$ cat config.mk
export PLATFORM = sky130hd
export DESIGN_NAME = irq_cpu_if
export DESIGN_NICKNAME = d
export VERILOG_FILES = /design/src/rtl/irq_cpuif_pkg.sv /design/src/rtl/irq_cpuif_ctrl.sv /design/src/rtl/irq_cpuif_dp.sv /design/src/rtl/irq_cpu_if.sv
export SDC_FILE = /design/constraint.sdc
export NUM_CORES = 1
export LEC_CHECK = 0
export ABC_CLOCK_PERIOD_IN_PS = 11200
export BUFFER_PORTS_ARGS = -buffer_cell sky130_fd_sc_hd__buf_4
export CAP_MARGIN = 20
export CORE_UTILIZATION = 35
export DETAILED_ROUTE_END_ITERATION = 6
export GPL_ROUTABILITY_DRIVEN = 0
export HOLD_SLACK_MARGIN = 0.02
export PLACE_DENSITY_LB_ADDON = 0.15
export SYNTH_ARGS = -nofsm -noshare
export SYNTH_HDL_FRONTEND = slang
export SYNTH_SLANG_ARGS = --single-unit
export TNS_END_PERCENT = 50
$ cat constraint.sdc
create_clock -name clk -period 11.2 [get_ports clk]
set_input_delay 2.24 -clock clk [delete_from_list [all_inputs] [get_ports clk]]
set_output_delay 2.24 -clock clk [all_outputs]
set_load 0.05 [all_outputs]
$ cat src/rtl/irq_cpuif_pkg.sv
package irq_cpuif_pkg;
  // Strobes from control to datapath, one cycle each.
  typedef struct packed {
    logic push;     // acknowledge taken: push candidate
    logic ackMiss;  // acknowledge with nothing signalled
    logic pop;      // completion matched the top entry
    logic eoiBad;   // completion out of order or on empty stack
  } cpuStrobe_t;
endpackage

$ cat src/rtl/irq_cpuif_ctrl.sv
module irq_cpuif_ctrl
  import irq_cpuif_pkg::*;
#(
  parameter int PRIO_W = 8,
  parameter int ID_W   = 10,
  parameter int BP_W   = 3
) (
  input  logic              clk,
  input  logic              rst_n,
  input  logic              ifEnable,
  input  logic [PRIO_W-1:0] prioMask,
  input  logic [BP_W-1:0]   binPoint,
  input  logic              candValid,
  input  logic [PRIO_W-1:0] candPrio,
  input  logic              ackRead,
  input  logic              eoiWrite,
  input  logic [ID_W-1:0]   eoiId,
  input  logic [ID_W-1:0]   topId,
  input  logic [PRIO_W-1:0] topPrio,
  input  logic              stackEmpty,
  input  logic              stackFull,
  output logic              irqReq,
  output cpuStrobe_t        strobes
);
  localparam logic [PRIO_W-1:0] ALL_ONES = '1;

  logic [BP_W:0]     shiftAmt;
  logic [PRIO_W-1:0] grpMask;
  logic              beatsMask;
  logic              preempts;
  logic              eoiHit;
  logic              eoiLive;

  always_comb begin
    shiftAmt  = {1'b0, binPoint} + 1'b1;
    grpMask   = ALL_ONES << shiftAmt;
    beatsMask = candPrio < prioMask;
    preempts  = stackEmpty || ((candPrio & grpMask) < (topPrio & grpMask));
    irqReq    = ifEnable && candValid && beatsMask && preempts && !stackFull;

    eoiLive   = eoiWrite && !ackRead;
    eoiHit    = eoiLive && !stackEmpty && (eoiId == topId);

    strobes.push    = ackRead && irqReq;
    strobes.ackMiss = ackRead && !irqReq;
    strobes.pop     = eoiHit;
    strobes.eoiBad  = eoiLive && !eoiHit;
  end

  assert_no_req_when_off_R2 : assert property (@(posedge clk) disable iff (!rst_n)
    !ifEnable |-> !irqReq);

  assert_no_req_when_full_R9 : assert property (@(posedge clk) disable iff (!rst_n)
    stackFull |-> !strobes.push);

  assert_eoi_yields_to_ack_R10 : assert property (@(posedge clk) disable iff (!rst_n)
    ackRead |-> !(strobes.pop || strobes.eoiBad));
endmodule

$ cat src/rtl/irq_cpuif_dp.sv
module irq_cpuif_dp
  import irq_cpuif_pkg::*;
#(
  parameter int PRIO_W      = 8,
  parameter int ID_W        = 10,
  parameter int STACK_DEPTH = 8
) (
  input  logic              clk,
  input  logic              rst_n,
  input  cpuStrobe_t        strobes,
  input  logic [ID_W-1:0]   candId,
  input  logic [PRIO_W-1:0] candPrio,
  output logic [ID_W-1:0]   topId,
  output logic [PRIO_W-1:0] topPrio,
  output logic              stackEmpty,
  output logic              stackFull,
  output logic [ID_W-1:0]   ackId,
  output logic              distAck,
  output logic [ID_W-1:0]   distAckId,
  output logic              distEoi,
  output logic [ID_W-1:0]   distEoiId,
  output logic              eoiError
);
  localparam int CNT_W = $clog2(STACK_DEPTH + 1);
  localparam int IDX_W = (STACK_DEPTH > 1) ? $clog2(STACK_DEPTH) : 1;
  localparam logic [ID_W-1:0]   SPURIOUS = '1;
  localparam logic [PRIO_W-1:0] IDLE_PRIO = '1;
  localparam logic [CNT_W-1:0]  DEPTH_MAX = CNT_W'(STACK_DEPTH);

  logic [ID_W-1:0]   idStk [STACK_DEPTH];
  logic [PRIO_W-1:0] prStk [STACK_DEPTH];
  logic [CNT_W-1:0]  depth;
  logic [IDX_W-1:0]  topIdx;
  logic [IDX_W-1:0]  pushIdx;

  always_comb begin
    stackEmpty = (depth == '0);
    stackFull  = (depth == DEPTH_MAX);
    topIdx     = IDX_W'(depth - 1'b1);
    pushIdx    = IDX_W'(depth);
    topId      = stackEmpty ? '0 : idStk[topIdx];
    topPrio    = stackEmpty ? IDLE_PRIO : prStk[topIdx];
  end

  always_ff @(posedge clk or negedge rst_n) begin
    if (!rst_n) begin
      depth <= '0;
      for (int i = 0; i < STACK_DEPTH; i++) begin
        idStk[i] <= '0;
        prStk[i] <= '0;
      end
    end else if (strobes.push) begin
      idStk[pushIdx] <= candId;
      prStk[pushIdx] <= candPrio;
      depth          <= depth + 1'b1;
    end else if (strobes.pop) begin
      depth <= depth - 1'b1;
    end
  end

  always_ff @(posedge clk or negedge rst_n) begin
    if (!rst_n) begin
      ackId     <= SPURIOUS;
      distAck   <= 1'b0;
      distAckId <= '0;
      distEoi   <= 1'b0;
      distEoiId <= '0;
      eoiError  <= 1'b0;
    end else begin
      distAck <= strobes.push;
      distEoi <= strobes.pop;
      if (strobes.push) begin
        ackId     <= candId;
        distAckId <= candId;
      end else if (strobes.ackMiss) begin
        ackId <= SPURIOUS;
      end
      if (strobes.pop) distEoiId <= topId;
      if (strobes.eoiBad) eoiError <= 1'b1;
    end
  end

  assert_ack_notifies_R5 : assert property (@(posedge clk) disable iff (!rst_n)
    strobes.push |=> (distAck && distAckId == ackId && topPrio == $past(candPrio)));

  assert_miss_is_quiet_R6 : assert property (@(posedge clk) disable iff (!rst_n)
    strobes.ackMiss |=> (ackId == SPURIOUS && !distAck && $stable(depth)));

  assert_pop_notifies_R7 : assert property (@(posedge clk) disable iff (!rst_n)
    strobes.pop |=> (distEoi && depth == $past(depth) - 1'b1));

  assert_error_sticky_R8 : assert property (@(posedge clk) disable iff (!rst_n)
    eoiError |=> eoiError);

  assert_no_overflow_R9 : assert property (@(posedge clk) disable iff (!rst_n)
    depth <= DEPTH_MAX);
endmodule

$ cat src/rtl/irq_cpu_if.sv
module irq_cpu_if
  import irq_cpuif_pkg::*;
#(
  parameter int PRIO_W      = 8,
  parameter int ID_W        = 10,
  parameter int BP_W        = 3,
  parameter int STACK_DEPTH = 8
) (
  input  logic              clk,
  input  logic              rst_n,
  input  logic              ifEnable,
  input  logic [PRIO_W-1:0] prioMask,
  input  logic [BP_W-1:0]   binPoint,
  input  logic              candValid,
  input  logic [ID_W-1:0]   candId,
  input  logic [PRIO_W-1:0] candPrio,
  input  logic              ackRead,
  input  logic              eoiWrite,
  input  logic [ID_W-1:0]   eoiId,
  output logic              irqReq,
  output logic [ID_W-1:0]   ackId,
  output logic [PRIO_W-1:0] runPrio,
  output logic              distAck,
  output logic [ID_W-1:0]   distAckId,
  output logic              distEoi,
  output logic [ID_W-1:0]   distEoiId,
  output logic              eoiError
);
  cpuStrobe_t        strobes;
  logic [ID_W-1:0]   topId;
  logic              stackEmpty;
  logic              stackFull;

  irq_cpuif_ctrl #(.PRIO_W(PRIO_W), .ID_W(ID_W), .BP_W(BP_W)) u_ctrl (
    .clk(clk), .rst_n(rst_n), .ifEnable(ifEnable), .prioMask(prioMask),
    .binPoint(binPoint), .candValid(candValid), .candPrio(candPrio),
    .ackRead(ackRead), .eoiWrite(eoiWrite), .eoiId(eoiId), .topId(topId),
    .topPrio(runPrio), .stackEmpty(stackEmpty), .stackFull(stackFull),
    .irqReq(irqReq), .strobes(strobes)
  );

  irq_cpuif_dp #(.PRIO_W(PRIO_W), .ID_W(ID_W), .STACK_DEPTH(STACK_DEPTH)) u_dp (
    .clk(clk), .rst_n(rst_n), .strobes(strobes), .candId(candId),
    .candPrio(candPrio), .topId(topId), .topPrio(runPrio),
    .stackEmpty(stackEmpty), .stackFull(stackFull), .ackId(ackId),
    .distAck(distAck), .distAckId(distAckId), .distEoi(distEoi),
    .distEoiId(distEoiId), .eoiError(eoiError)
  );
endmodule

==> flow_summary.ini <==
[synthesis]
synth_top_area_share_pct = 46.9
syn_nets = 739
yosysSeqAreaShare_pct = 49.7
synthesis.area_um2 = 9130
yosys.area_share.adder_pct = 2.47
yosys-top-cells-count = 171 x dfrtp_1, 158 x mux2_2, 39 x nand2_1
synthTopCellsByArea = dfrtp_1 47%, mux2_2 19%, mux4_2 5.9%
synth_ff_type = dfrtp_1
synthCells = 676
synthArstFlopShare_pct = 100
synth_cell_types = 60
yosysMostFrequentCell = dfrtp_1
synth.area.mux_share_pct = 29.8
synth_area_per_cell_um2 = 13.5
ys_ff_latch = 181
synth_warnings = 0
synth_top_family_by_area = multiplexers
synth_compound_area_share_pct = 4.08
synth_top_area_cell = dfrtp_1
synth_simple_gate_area_share_pct = 8.63
synth_xor_area_share_pct = 1.23
synth-edff-count = 0

[power]
p_comb_share_pct = 36.1
power_switching_w = 0.000844
ir_drop_mv = 0.114
p_seq_share_pct = 36.6
netSwitchingFraction_pct = 36.7
total_power_w = 0.00230
p_leak_nw = 5.05
pwr-share-clk_pct = 27.4
p_per_area_nw_per_um2 = 216
intPower_w = 0.00145

[sta]
tightestPinTransition_ps = 1000
fin_crit_ps = 7410
slew_headroom_pct = 32.9
fin_skew_ps = 13.7
setup-violations-final = 0
rsz0062_at_grt = no
fin_crit_sh_pct = 66.1
fin_setup_tns_ps = 0
hold_violations = 0
max_freq_mhz = 135
worst_slack_ps = 3790
drv_slew = 0

[setup_path]
reg2reg_to = u_dp.prStk[28]$_DFFE_PN0P_
worstSetupStartpoint = u_dp.depth[0]$_DFFE_PN0P_
crit_end = irqReq
r2r_slack_ps = 5000
crit_arrival_ps = 5170
critPathLaunchType = flip-flop
r2r_start = u_dp.depth[0]$_DFFE_PN0P_
crit_type = flip-flop to primary output
end_kind = primary output
worstRegToRegCells = 15
required_ps = 8960
critPathMaxFanout = 19

[die]
die_x_um = 164
die_h_um = 164
io_pins = 87
start_util_pct = 36.0
die_area_um2 = 26700
core_um2 = 25400
rows = 58

[global_route]
antenna_found_initial = 0
grt_max_degree = 99
first_global_vias = 6117
grt_pass1_wl_mm = 35.7
grt_usage_pct = 17.9
grt-ovfl-total = 0

[final_layout]
antenna_cells = 0
layout.nets = 810
area_growth_pct = 16.3
drive_gt1_share_pct = 45.0

[clocking]
numCtsBuffers = 17
cts.reportedPaths.clkPinSlew_ps = 70
cts_hold_buf = 0
cts_root_buf = clkbuf_16
cts.sinks = 181
cts.htree.levels = 4
cts.path.max_buffers = 2
clkLatencyLatePin_ps = 430
cts_resized = 0
post_cts_buffers = 0
cts_tree = built

[drt]
vias = 5725
wl_per_cell_um = 20.7
antenna_left = 0
routed_wl_mm = 22.6
first_pass_iters = 4
vias_per_cell = 5.25
drc = 0
drt_iter0_drc = 244

[hold_path]
hp-class = flip-flop to flip-flop

[status]
status = finished clean

[run]
maxCapViolCount = 0

[place]
hpwl_mm = 14.7
port-buffer-count = 86
place_worst_setup_slack_ps = 3810
## state kept, by name (all words and copies together) (netlist names)
signal,flops
u_dp.eoiError,1
u_dp.distEoi,1
u_dp.distEoiId,10
u_dp.idStk,80
u_dp.distAckId,10
u_dp.prStk,64
u_dp.depth,4
u_dp.distAck,1
u_dp.ackId,10
## power by group through the flow
| stage | Clock (W) | Combinational [W] | Sequential [W] |
|---|---|---|---|
| 2_1_floorplan | 0 | 0.000566 | 0.000900 |
| 3_3_place_gp | 0 | 0.000824 | 0.000843 |
| 3_5_place_dp | 0 | 0.000835 | 0.000851 |
| 4_1_cts | 0.000644 | 0.000840 | 0.000839 |
| 5_1_grt | 0.000674 | 0.000887 | 0.000853 |
| 6_report | 0.000629 | 0.000828 | 0.000839 |
## routing by layer
metal / global-route usage (%) / vias up / share of wire, %
met2: 28.9 / 104 / 48
met5: 0 / - / 0
met3: 3.50 / 7 / 4.2
li1: - / 2607 / -
met1: 24.6 / 3007 / 48
met4: 4.17 / 0 / 0.53
## kinds of logic after synthesis
group	count (synthesis)
AOI/OAI and AO/OA	57
xor gates and xnor gates	12
adders and majority gates	18
buffers and inverters	60
DFF	181
muxes	210
and+or+nand+nor	138
## critical path: stages (launching register included)
cell      delay [ps]
dfrtp_2          750
clkinv_1         430
ha_1            1010
mux4_2           420
nand2_1           80
nand3_1          150
nand2_1          130
ha_1             240
and3_1           200
and2_1           150
o2bb2a_1         220
a31o_2           260
nand2_1          320
inv_1            140
buf_4            210
## cells in the final DEF (no fill, tap or decap), types with 3 or more instances in the layout
master and instances:
a31oi_1 7, nand2b_1 5, a22oi_1 3, clkbuf_16 17
and3_1 3, inv_6 5, dfrtp_1 170, nor2_1 35
inv_8 4, a21o_1 4, a21oi_1 23, nand3_1 10
nand2_1 39, dfstp_2 10, ha_1 18, mux2i_1 17
xnor2_1 9, nor4_4 5, nor3_1 5, mux4_1 7
and2_1 8, and4_1 3, mux2_1 4, inv_1 10
nor2b_1 4, buf_4 97, mux4_2 24, nand4_1 4
o211ai_1 5, o21ai_0 5, mux2_2 158
## worst min-delay path by stage
stage                                         start                         to  slack (ps)  cells after the start
after global placement    u_dp.eoiError$_DFFE_PN0P_  u_dp.eoiError$_DFFE_PN0P_         440                      1
after detailed placement  u_dp.eoiError$_DFFE_PN0P_  u_dp.eoiError$_DFFE_PN0P_         460                      1
final                     u_dp.eoiError$_DFFE_PN0P_  u_dp.eoiError$_DFFE_PN0P_         480                      1
after global routing      u_dp.prStk[8]$_DFFE_PN0P_  u_dp.prStk[8]$_DFFE_PN0P_         510                      1
after CTS                 u_dp.eoiError$_DFFE_PN0P_  u_dp.eoiError$_DFFE_PN0P_         480                      1
after floorplan           u_dp.idStk[2]$_DFFE_PN0P_  u_dp.idStk[2]$_DFFE_PN0P_         470                      1
## through the flow
step / hold WS (ps) / cell area, um^2 / std cells / utilization (%)
floorplan: 471 / 9130 / 676 / -
global placement: 442 / 9980 / 1057 / 39.3
detailed placement: 462 / 9980 / 1057 / 39.3
CTS: 483 / 10600 / 1089 / 41.7
global route: 512 / 10600 / 1090 / 41.8
finish: 477 / 10600 / 1090 / 41.8
## area by class of cell
| type | instances | area (um^2) |
|---|---|---|
| Clock buffer | 18 | 439 |
| Clock inverter | 14 | 181 |
| Fill cell | 2374 | 14800 |
| Inverter | 13 | 48.8 |
| Multi-Input combinational cell | 435 | 4230 |
| Sequential cell | 181 | 4540 |
| Tap cell | 330 | 413 |
| Timing Repair Buffer | 99 | 759 |
(Power assumes the default switching activity.)
